## config.mk

```make
export PLATFORM = sky130hd
export DESIGN_NAME = adc_trig_arb
export DESIGN_NICKNAME = d
export VERILOG_FILES = /design/src/rtl/adc_trig_pkg.sv /design/src/rtl/adc_trig_prio.sv /design/src/rtl/adc_trig_cfg.sv /design/src/rtl/adc_trig_arb.sv
export SDC_FILE = /design/constraint.sdc
export NUM_CORES = 1
export LEC_CHECK = 0
export BUFFER_PORTS_ARGS = -buffer_cell sky130_fd_sc_hd__buf_2
export CAP_MARGIN = 15
export CORE_MARGIN = 5
export CORE_UTILIZATION = 62
export CTS_BUF_LIST = sky130_fd_sc_hd__clkbuf_4 sky130_fd_sc_hd__clkbuf_8 sky130_fd_sc_hd__clkbuf_16
export DETAILED_ROUTE_END_ITERATION = 8
export PLACE_DENSITY = 0.92
export SYNTH_ARGS = -nofsm -noshare
export SYNTH_HDL_FRONTEND = slang
export SYNTH_SLANG_ARGS = --single-unit
export TNS_END_PERCENT = 1
```

## constraint.sdc

```tcl
create_clock -name clk_i -period 3.91 [get_ports clk_i]
set_input_delay 0.1955 -clock clk_i [delete_from_list [all_inputs] [get_ports clk_i]]
set_output_delay 0.1955 -clock clk_i [all_outputs]
set_load 0.01 [all_outputs]
```

## src/rtl/adc_trig_pkg.sv

```systemverilog
package adc_trig_pkg;
  typedef enum logic {
    ST_IDLE = 1'b0,
    ST_BUSY = 1'b1
  } arb_state_e;
endpackage

```

## src/rtl/adc_trig_prio.sv

```systemverilog
// Fixed priority pick: lowest set index wins.
module adc_trig_prio #(
  parameter int N     = 64,
  parameter int IDX_W = $clog2(N)
) (
  input  logic [N-1:0]     req_i,
  output logic             vld_o,
  output logic [IDX_W-1:0] idx_o
);
  always_comb begin
    vld_o = 1'b0;
    idx_o = '0;
    for (int i = N - 1; i >= 0; i--) begin
      if (req_i[i]) begin
        vld_o = 1'b1;
        idx_o = IDX_W'(i);
      end
    end
  end
endmodule

```

## src/rtl/adc_trig_cfg.sv

```systemverilog
// Per-event configuration: channel field plus optional force bit.
module adc_trig_cfg #(
  parameter int              N_EVT      = 64,
  parameter int              CH_W       = 7,
  parameter int              ADDR_W     = $clog2(N_EVT),
  parameter logic [N_EVT-1:0] FORCE_MASK = '0,
  localparam int             DW         = CH_W + 1
) (
  input  logic                        clk_i,
  input  logic                        rst_ni,
  input  logic                        we_i,
  input  logic [ADDR_W-1:0]           addr_i,
  input  logic [DW-1:0]               wdata_i,
  output logic [DW-1:0]               rdata_o,
  output logic [N_EVT-1:0][CH_W-1:0]  chan_o,
  output logic [N_EVT-1:0]            clr_o
);
  for (genvar i = 0; i < N_EVT; i++) begin : g_evt
    logic sel;
    assign sel = we_i && (addr_i == ADDR_W'(i));

    always_ff @(posedge clk_i or negedge rst_ni) begin
      if (!rst_ni)  chan_o[i] <= '0;
      else if (sel) chan_o[i] <= wdata_i[CH_W-1:0];
    end

    if (FORCE_MASK[i]) begin : g_force
      always_ff @(posedge clk_i or negedge rst_ni) begin
        if (!rst_ni)  clr_o[i] <= 1'b0;
        else if (sel) clr_o[i] <= wdata_i[CH_W];
      end
    end else begin : g_noforce
      assign clr_o[i] = 1'b0;
    end
  end

  always_ff @(posedge clk_i or negedge rst_ni) begin
    if (!rst_ni) rdata_o <= '0;
    else         rdata_o <= {clr_o[addr_i], chan_o[addr_i]};
  end
endmodule

```

## src/rtl/adc_trig_arb.sv

```systemverilog
module adc_trig_arb
  import adc_trig_pkg::*;
#(
  parameter int               N_EVT      = 64,
  parameter int               CH_W       = 7,
  parameter logic [N_EVT-1:0] FORCE_MASK = N_EVT'(8'hFF),
  localparam int              IDX_W      = $clog2(N_EVT),
  localparam int              DW         = CH_W + 1
) (
  input  logic              clk_i,
  input  logic              rst_ni,
  input  logic              reg_we_i,
  input  logic [IDX_W-1:0]  reg_addr_i,
  input  logic [DW-1:0]     reg_wdata_i,
  output logic [DW-1:0]     reg_rdata_o,
  input  logic [N_EVT-1:0]  evt_flag_i,
  output logic [N_EVT-1:0]  evt_ack_o,
  output logic              adc_req_o,
  output logic [CH_W-1:0]   adc_chan_o,
  input  logic              adc_rdy_i
);
  logic [N_EVT-1:0][CH_W-1:0] chan_tbl;
  logic [N_EVT-1:0]           clr_vec;
  logic [N_EVT-1:0]           pend;
  logic                       pick_vld;
  logic [IDX_W-1:0]           pick_idx;
  logic [IDX_W-1:0]           sel_q;
  logic [CH_W-1:0]            chan_q;
  arb_state_e                 state_q;

  adc_trig_cfg #(
    .N_EVT(N_EVT), .CH_W(CH_W), .ADDR_W(IDX_W), .FORCE_MASK(FORCE_MASK)
  ) u_cfg (
    .clk_i   (clk_i),
    .rst_ni  (rst_ni),
    .we_i    (reg_we_i),
    .addr_i  (reg_addr_i),
    .wdata_i (reg_wdata_i),
    .rdata_o (reg_rdata_o),
    .chan_o  (chan_tbl),
    .clr_o   (clr_vec)
  );

  // forced inputs never compete
  assign pend = evt_flag_i & ~clr_vec;

  adc_trig_prio #(.N(N_EVT), .IDX_W(IDX_W)) u_prio (
    .req_i (pend),
    .vld_o (pick_vld),
    .idx_o (pick_idx)
  );

  always_ff @(posedge clk_i or negedge rst_ni) begin
    if (!rst_ni) begin
      state_q <= ST_IDLE;
      sel_q   <= '0;
      chan_q  <= '0;
    end else begin
      unique case (state_q)
        ST_IDLE: if (pick_vld) begin
          sel_q   <= pick_idx;
          chan_q  <= chan_tbl[pick_idx];
          state_q <= ST_BUSY;
        end
        ST_BUSY: if (adc_rdy_i) state_q <= ST_IDLE;
        default: state_q <= ST_IDLE;
      endcase
    end
  end

  assign adc_req_o  = (state_q == ST_BUSY);
  assign adc_chan_o = chan_q;

  // ack in the handshake cycle so the source drops its flag at the same edge
  always_comb begin
    evt_ack_o = clr_vec;
    if (adc_req_o && adc_rdy_i) evt_ack_o[sel_q] = 1'b1;
  end
endmodule

```

---- After elaboration in Yosys (flattened, before gate mapping) ----
Cells that the tools add are included.
Widths: inputs -> output; s select.
cells by class
  multiplexer cells ....................... 140
  reductions and logical operators ........ 68
  equality and inequality tests ........... 63
  magnitude comparators ................... 4
  bitwise logic cells ..................... 4
operators with widths
  kind                number
  $mux 6              64
  $eq 6x6->1 const B  32
  $eq 6x5->1 const B  16
  $bmux 7 s6          2
  $mux 1              68
  $logic_and 1x1->1   66
  $and 64x64->64      1
  $mux 64             1
  $not 8->64          1
  $or 8x64->64        1
  $eq 6x4->1 const B  8
  $eq 6x3->1 const B  4
  $lt 6x7->1 const B  3
  $mux 7              2
  $eq 6x2->1 const B  2
  $bmux 1 s6          1
  $demux 1 s6         1
  $eq 6x1->1 const B  1
  $ge 6x1->1 const B  1
  $logic_not 6->1     1
  $pmux 1 s2          1
  $reduce_and 2->1    1
  $not 1->1           1
word-level totals
  logic and storage cells ................. 355
  register bits after elaboration ......... 478
  output and inout bits ................... 80

---- Depth between registers and ports, before layout ----
Gate-level depths: netlist of run 1.
  word-level depth ........................ 68
  gate-level depth with buffers ........... 15
  mapped depth without buffers ............ 11

---- By module ----
From an unflattened synthesis of run 1, not the netlist that was laid out.
second synthesis, totals
  cells, all modules ...................... 2106
  area, all modules ....................... 27621.5 um^2
modules (own cells, without submodules)
  module         cells each  area an instance (um^2)  instances
  adc_trig_cfg   1390        21312.9                  1
  adc_trig_arb   576         5545.3                   1
  adc_trig_prio  140         763.2                    1

---- Least setup slack after synthesis of run 1 ----
OpenSTA, ideal clock, no wires.
  kind .................................... input to register
  from .................................... input reg_addr_i[0]
  to ...................................... register u_cfg.rdata_o[0]
  library setup time ...................... 0.138 ns
  buffers on the path ..................... 3
  slack ................................... 1.095 ns
  arrival time ............................ 2.676 ns
  stages on the path ...................... 6
  cells stage by stage .................... clkbuf_1 clkbuf_1 buf_1 mux4_2 mux4_2 mux4_2
on the way
  cells in the longest elaborated chain, start to end .. 2
RTL lines
  element                       line                RTL
  from (decl)                   adc_trig_arb.sv:13  input logic [IDX_W-1:0] reg_addr_i,
  $bmux 7 s6                    adc_trig_cfg.sv:39  else rdata_o <= {clr_o[addr_i], chan_o[addr_i]};
  $mux 7 (not written as such)  adc_trig_cfg.sv:39
  to (signal assigned)          adc_trig_cfg.sv:39
  to (decl)                     adc_trig_cfg.sv:14  output logic [DW-1:0] rdata_o,
Every way passes these cells. The select of a mux whose other input is x is not followed.
A chain may end at the register's enable or synchronous reset.

---- Worst setup path in the final report of run 1 ----
  from .................................... register u_cfg.clr_o[4]
  to ...................................... register chan_q[2] (netlist: adc_chan_o[2])
on the way
  cells in the longest elaborated chain, start to end .. 9
  elaborated cells between the ends (all ways) .. 15
  classes of those cells .................. 12 x mux; 2 x bitwise; 1 x reduce/logical
RTL lines
  element                            line                 RTL
  from (decl)                        adc_trig_cfg.sv:16   output logic [N_EVT-1:0] clr_o
  from (signal, indexed assignment)  adc_trig_cfg.sv:30   else if (sel) clr_o[i] <= wdata_i[CH_W];
  $not 8->64 *                       adc_trig_arb.sv:45   assign pend = evt_flag_i & ~clr_vec;
  $and 64x64->64 *                   adc_trig_arb.sv:45
  $mux 6 (5 in series)               adc_trig_prio.sv:14  if (req_i[i]) begin
  $bmux 7 s6                         adc_trig_arb.sv:62   chan_q <= chan_tbl[pick_idx];
  $mux 7 (not written as such)       adc_trig_arb.sv:62
  to (signal assigned)               adc_trig_arb.sv:62
  to (decl)                          adc_trig_arb.sv:28   logic [CH_W-1:0] chan_q;
Mark *: on every way between the ends. The rest lies on a longest branch, timed or not. The select of a mux whose other input is x is not followed.

==> results.sh, run 1 <==
export IMPL_status="finished with violations"
export IMPL_violations="setup timing"
export IMPL_layout_cells_non_filler=2908
export IMPL_crit_chain="nor2b_2, a21oi_1, o221a_1, o2111a_1, a221o_4, nand2_2, buf_4, nand2_1, a31oi_1, nor3_1, nor3_1, buf_4, a221o_1"
export IMPL_fp_dieArea_um2=47100
export IMPL_num_rows=75
export IMPL_cp_end_kind="flop"
export IMPL_fin_crit_ns=3.93
export IMPL_cts_buffers=50
export IMPL_worst_endpoint_required_ns=4.45
export IMPL_async_flop_share=1.00
export IMPL_synth_area_um2=26600
export IMPL_leakage_nw=13.4
export IMPL_drc=0
export IMPL_yosysWarningCount=0
export IMPL_power_frac_seq=0.434
export IMPL_postPlaceCellArea_um2=28000
export IMPL_crit_path_start_kind="flop"
export IMPL_crit_path_max_fanout=20
export IMPL_slew_viol_final=0
export IMPL_grt_first_pass_wirelength_um=134000
export IMPL_slowest_delay_ns=0.59
export IMPL_cts_root_buffer="clkbuf_16"
export IMPL_synth_nets=2303
export IMPL_fin_ws_ns=-0.0206
export IMPL_p_sw_w=0.00436
export IMPL_hold_violations=0
export IMPL_hold_depth=2
export IMPL_die_y_um=217
export IMPL_fmax_mhz=254
export IMPL_clk_pin_slew_ns=0.06
export IMPL_dp_cells=2810
export IMPL_min_from="reg_wdata_i[2]"
export IMPL_cts_sinks=478
export IMPL_ios=162
export IMPL_port_buffers=161
export IMPL_overflow=0
export IMPL_vias=21600
export IMPL_maxSlewHeadroom=0.188
export IMPL_clock_latency_ns=0.61
export IMPL_ys_ff_latch=478
export IMPL_start_util=0.630
export IMPL_clock_power_share=0.345
export IMPL_ir_worst_vdd_mv=0.464
export IMPL_fin_tns_setup_ns=-0.0462
export IMPL_fin_nets=2411
export IMPL_drt_initial_drc_count=2987
export IMPL_ff2ff_path_depth=13
export IMPL_yosysSeqAreaShare=0.450
export IMPL_hold_path_class="in2reg"
export IMPL_synthTopCellsByArea="dfrtp_1, mux2_2, mux4_2"
export IMPL_power_density_nw_per_um2=479
export IMPL_cts_setup_buffers=0
export IMPL_drv_cap=0
export IMPL_p_total_w=0.0143
export IMPL_grt_max_degree=124
export IMPL_reg2reg_from="u_cfg.clr_o[4]"
export IMPL_drtAntennaViolNets=0
export IMPL_wl_um=87200
export IMPL_fin_crit_sh=1.01
export IMPL_combPwrFrac=0.221
export IMPL_rr_endpoint="adc_chan_o[2]"
export IMPL_cts_tree="yes"
export IMPL_htreeDepth=2
export IMPL_vias_per_cell=7.44
export IMPL_syn_inst=2221
export IMPL_synth_edff_count=0
export IMPL_worstMarginPinSlew_ns=1.22
export IMPL_p_int_w=0.00996
export IMPL_syn2layout_area_growth_pct=12.3
export IMPL_arrival_ns=4.47
export IMPL_setup_viol=3
export IMPL_whs_endpoint="u_cfg.chan_o[261]"
export IMPL_yosysTopAreaCell="dfrtp_1"
export IMPL_firstDrtPassIters=9
export IMPL_synthTopCellsByCount="dfrtp_1, mux2_2, nand2_1"
export IMPL_synth_cell_type_count=63
export IMPL_postSynthAreaPerCell_um2=12.0
export IMPL_gp_congestion=0.976
export IMPL_cts_buffer_depth=3
export IMPL_grt_total_usage=0.367
export IMPL_coreArea_um2=42200
export IMPL_dp_hpwl_um=56400
export IMPL_synth_ff_type="dfrtp_1"
export IMPL_finClkSkew_ns=0.0170
export IMPL_synth_top_area_frac=0.450
export IMPL_fillers=2694
export IMPL_antenna_found_initial=3
export IMPL_drive_above_1_share=0.408
export IMPL_wl_per_cell_um=30.0
export IMPL_r2r_slack_ns=-0.02
export IMPL_die_w_um=217
export IMPL_critPathKind="reg2reg"
export IMPL_final_area_um2=29900
export IMPL_p_sw_frac=0.304
export IMPL_grt_pass1_vias=22200
export IMPL_grt_setup_unrepaired="no"
export IMPL_cpMaxStageDelayCell="nor3_1"
export IMPL_yosysMostFrequentCell="dfrtp_1"
## registers in the layout (all words and copies together), names as in the netlist
name and flops:
u_cfg.clr_o 8, adc_chan_o 7, u_cfg.chan_o 448, u_cfg.rdata_o 8, adc_req_o 1, sel_q 6
## final cells by class
type	instances	area, um^2	share of cell area
clock buffer	77	1570	0.0525
antenna	2	5.00	0.000168
timing repair buffer	237	1670	0.0560
inverter	10	37.5	0.00126
clock inverter	13	125	0.00419
multi-input combinational	1552	13800	0.463
sequential	478	12000	0.401
tap	539	674	0.0226
## layout by cell type (no fill, tap or decap), types with 4 or more instances in the layout
cell	netlist	final
a21oi_1	34	34
o21ai_1	2	4
nand2_1	241	240
clkbuf_4	0	14
inv_1	10	10
o21bai_1	9	9
a211oi_1	13	13
o32ai_1	7	7
buf_4	5	52
o22ai_1	32	32
mux4_2	149	149
o31ai_1	8	8
a31oi_1	51	51
o21ai_0	54	52
clkbuf_16	0	53
o221ai_1	59	59
buf_12	0	21
nand3_1	8	8
nand2b_1	12	11
a221o_1	7	6
nor4_2	1	4
or2_2	7	7
nor2b_1	10	9
clkbuf_8	0	11
a211oi_2	7	7
and2_1	5	5
buf_2	24	158
dfrtp_1	478	478
clkinv_2	0	8
nor3_1	44	44
mux2_2	457	457
mux2i_1	52	52
nor2_1	195	195
nand3b_1	4	4
nor4_1	37	34
## power groups by stage
stage | Sequential (W) | Combinational, W | Clock [W]
floorplan | 0.00605 | 0.00203 | 0
global placement | 0.00617 | 0.00289 | 0
detailed placement | 0.00625 | 0.00300 | 0
CTS | 0.00618 | 0.00305 | 0.00491
global route | 0.00627 | 0.00331 | 0.00514
finish | 0.00621 | 0.00316 | 0.00494
## timing repair
item / in CTS / in global routing
hold buffers: 3 / 0
gates resized for setup: 0 / 6
setup endpoints to repair: 0 / 6
hold endpoints to repair: 124 / 0
## stage by stage
stage | util | setup WS (ns) | hold slack, ns
final | 0.707 | -0.0206 | 0.0657
after global routing | 0.707 | 0.00169 | 0.0748
after CTS | 0.705 | 0.0511 | 0.123
after floorplan | - | 1.10 | -0.100
after detailed placement | 0.664 | 0.0495 | 0.388
after global placement | 0.664 | 0.137 | 0.383
## how the worst max path moves through the flow
stage | cells past startpoint | slack (ns) | startpoint | endpoint
2_1_floorplan | 6 | 1.10 | reg_addr_i[0] | u_cfg.rdata_o[0]
3_3_place_gp | 12 | 0.14 | u_cfg.clr_o[1] | adc_chan_o[4]
3_5_place_dp | 12 | 0.05 | u_cfg.clr_o[1] | adc_chan_o[4]
4_1_cts | 12 | 0.05 | u_cfg.clr_o[1] | adc_chan_o[4]
5_1_grt | 12 | 0.002 | u_cfg.clr_o[3] | adc_chan_o[2]
6_report | 13 | -0.02 | u_cfg.clr_o[4] | adc_chan_o[2]
## routing by layer
layer | vias up | track usage | wire length, um
li1 | 8570 | - | -
met1 | 10600 | 0.457 | 28900
met2 | 1892 | 0.559 | 38900
met3 | 532 | 0.129 | 12600
met4 | 2 | 0.215 | 6790
met5 | - | 0 | 13
## critical path, delay by kind of cell (launching register included)
family | cells | cell delay, ns
AOI/OAI and AO/OA | 6 | 1.55
buffers and inverters | 2 | 0.45
DFF | 1 | 0.41
and+or+nand+nor | 5 | 1.42
## cells by family after synthesis
| family | after synthesis | share of synthesized area |
|---|---|---|
| simple gates | 587 | 0.0972 |
| mux | 660 | 0.340 |
| buf+inv | 191 | 0.0325 |
| compound gates | 305 | 0.0806 |
| flops | 478 | 0.450 |
Power figures use the tool's default switching activity.
==> run 2: changes to the inputs <==
Settings changed: CORE_UTILIZATION 62 to 41, PLACE_DENSITY 0.92 to 0.69.
==> run 2 against run 1 <==
  * The run now ends clean
  * Critical path depth did not move
  * First-iteration DRC count fell by 30%
  * Global-route usage fell by 12 points
  * Via count fell by 5.6%
  * Sequential power fell by 0.6%
  * Clock skew fell by 0.0060 ns
  * Routed wire length fell by 0.15%
  * Worst setup slack improved by 0.077 ns
  * Final cell count rose by 11%
  * Register-to-register slack improved by 0.08 ns
  * Combinational power fell by 2%
  * Critical path type unchanged
==> results.sh, run 2 (synthesized netlist as in run 1, its figures left out) <==
export IMPL_status="finished, final reports clean"
export IMPL_worst_endpoint_required_ns=4.40
export IMPL_vias=20400
export IMPL_critPathKind="reg2reg"
export IMPL_cts_buffers=50
export IMPL_cts_sinks=478
export IMPL_cts_buffer_depth=3
export IMPL_ios=162
export IMPL_cp_end_kind="flop"
export IMPL_fin_nets=2418
export IMPL_wl_um=87100
export IMPL_p_total_w=0.0141
export IMPL_leakage_nw=13.4
export IMPL_finalCoreUtilization=0.471
export IMPL_clk_pin_slew_ns=0.06
export IMPL_fp_dieArea_um2=70100
export IMPL_place_ws_ns=0.117
export IMPL_hold_violations=0
export IMPL_worstMarginPinSlew_ns=1.17
export IMPL_die_w_um=265
export IMPL_grt_pass1_vias=21000
export IMPL_port_buffers=161
export IMPL_start_util=0.413
export IMPL_htreeDepth=2
export IMPL_finClkSkew_ns=0.0110
export IMPL_overflow=0
export IMPL_worst_hold_slack_ns=0.0927
export IMPL_wl_per_cell_um=27.0
export IMPL_ir_worst_vdd_mv=0.304
export IMPL_power_density_nw_per_um2=465
export IMPL_cts_setup_buffers=0
export IMPL_top_regs="u_cfg.chan_o: 448 flops, u_cfg.clr_o: 8 flops, u_cfg.rdata_o: 8 flops"
export IMPL_cts_tree="yes"
export IMPL_arrival_ns=4.35
export IMPL_num_rows=93
export IMPL_grt_use_met3=0.0697
export IMPL_largest_reg_flops=448
export IMPL_regMostFlops="u_cfg.chan_o"
export IMPL_use_met1=0.309
export IMPL_antenna_found_initial=5
export IMPL_fin_tns_setup_ns=0
export IMPL_maxSlewHeadroom=0.218
export IMPL_fin_crit_sh=0.986
export IMPL_drive_above_1_share=0.411
export IMPL_vias_per_cell=6.32
export IMPL_gp_congestion=0.958
export IMPL_grt_first_pass_wirelength_um=133000
export IMPL_drt_initial_drc_count=2101
export IMPL_fin_ws_ns=0.0563
export IMPL_fillers=5625
export IMPL_grt_busiest_layer="met2"
export IMPL_syn2layout_area_growth_pct=13.8
export IMPL_firstDrtPassIters=6
export IMPL_drv_cap=0
export IMPL_layout_common_cells="dfrtp_1, mux2_2, nand2_1"
export IMPL_hold_path_class="in2reg"
export IMPL_layout_commonest_cell="dfrtp_1"
export IMPL_crit_path_start_kind="flop"
export IMPL_met2_usage=0.388
export IMPL_fin_crit_ns=3.85
export IMPL_grt_total_usage=0.242
export IMPL_cts_root_buffer="clkbuf_16"
export IMPL_setup_viol=0
export IMPL_grt_max_degree=130
export IMPL_die_y_um=265
export IMPL_fmax_mhz=259
export IMPL_crit_path_max_fanout=22
export IMPL_clock_latency_ns=0.61
export IMPL_slew_viol_final=0
export IMPL_grt_setup_unrepaired="no"
export IMPL_drc=0
export IMPL_dp_hpwl_um=58300
export IMPL_coreArea_um2=64300
export IMPL_drtAntennaViolNets=0
[run 2: layer usage]
layer  wire [um]  share of wire
met5          50        0.00057
met4        4450          0.051
met3        9390           0.11
met2       40300           0.46
met1       32900           0.38
[run 2: critical path, stage by stage, from the launching register on]
cell and delay, ns:
dfrtp_1 0.43, nor2b_1 0.25, nor2_1 0.13, and3_1 0.17, o21ai_0 0.47, o21ai_4 0.19, o21a_2 0.27, buf_4 0.25
buf_4 0.23, o221ai_1 0.20, a31oi_1 0.07, nor4_1 0.64, nor4_1 0.11, a221o_1 0.29
[run 2: path summary, 6_finish.rpt]
check                          startpoint           endpoint  slack [ns]  depth (start not counted)
setup / recovery           u_cfg.clr_o[5]      adc_chan_o[3]        0.06                         13
hold / removal             reg_wdata_i[5]  u_cfg.chan_o[313]        0.09                          2
setup reg to reg           u_cfg.clr_o[5]      adc_chan_o[3]        0.06                         13
hold reg to reg                  sel_q[0]           sel_q[0]        0.50                          2
max in group asynchronous          rst_ni   u_cfg.chan_o[80]        2.42                          3
min in group asynchronous          rst_ni  u_cfg.chan_o[425]        0.35                          2
[run 2: what timing repair did]
| action | CTS | global route |
|---|---|---|
| setup endpoints to repair | 0 | 4 |
| endpoints found under the hold margin | 131 | 0 |
| hold buffers | 3 | 0 |
| gates resized for setup | 0 | 6 |
[run 2: per-stage QoR]
step | area [um^2] | instances
6_report | 30300 | 3229
5_1_grt | 30300 | 3228
4_1_cts | 30200 | 3225
3_5_place_dp | 28500 | 3133
3_3_place_gp | 28500 | 3133
2_1_floorplan | 26600 | 2221
[run 2: layout make-up]
class,count,area (um^2),share of cell area
sequential,478,12000,0.395
clock buffer,73,1530,0.0506
multi-input combinational,1552,13800,0.457
inverter,10,37.5,0.00124
tap,855,1070,0.0353
timing repair buffer,244,1730,0.0572
antenna,1,2.50,0.0000826
clock inverter,16,113,0.00372
[run 2: power breakdown]
group | switching (W) | leakage [nW] | internal (W)
logic | 0.00163 | 6.22 | 0.00146
registers | 0.000545 | 6.35 | 0.00562
clock network | 0.00205 | 0.830 | 0.00277
total | 0.00423 | 13.4 | 0.00985
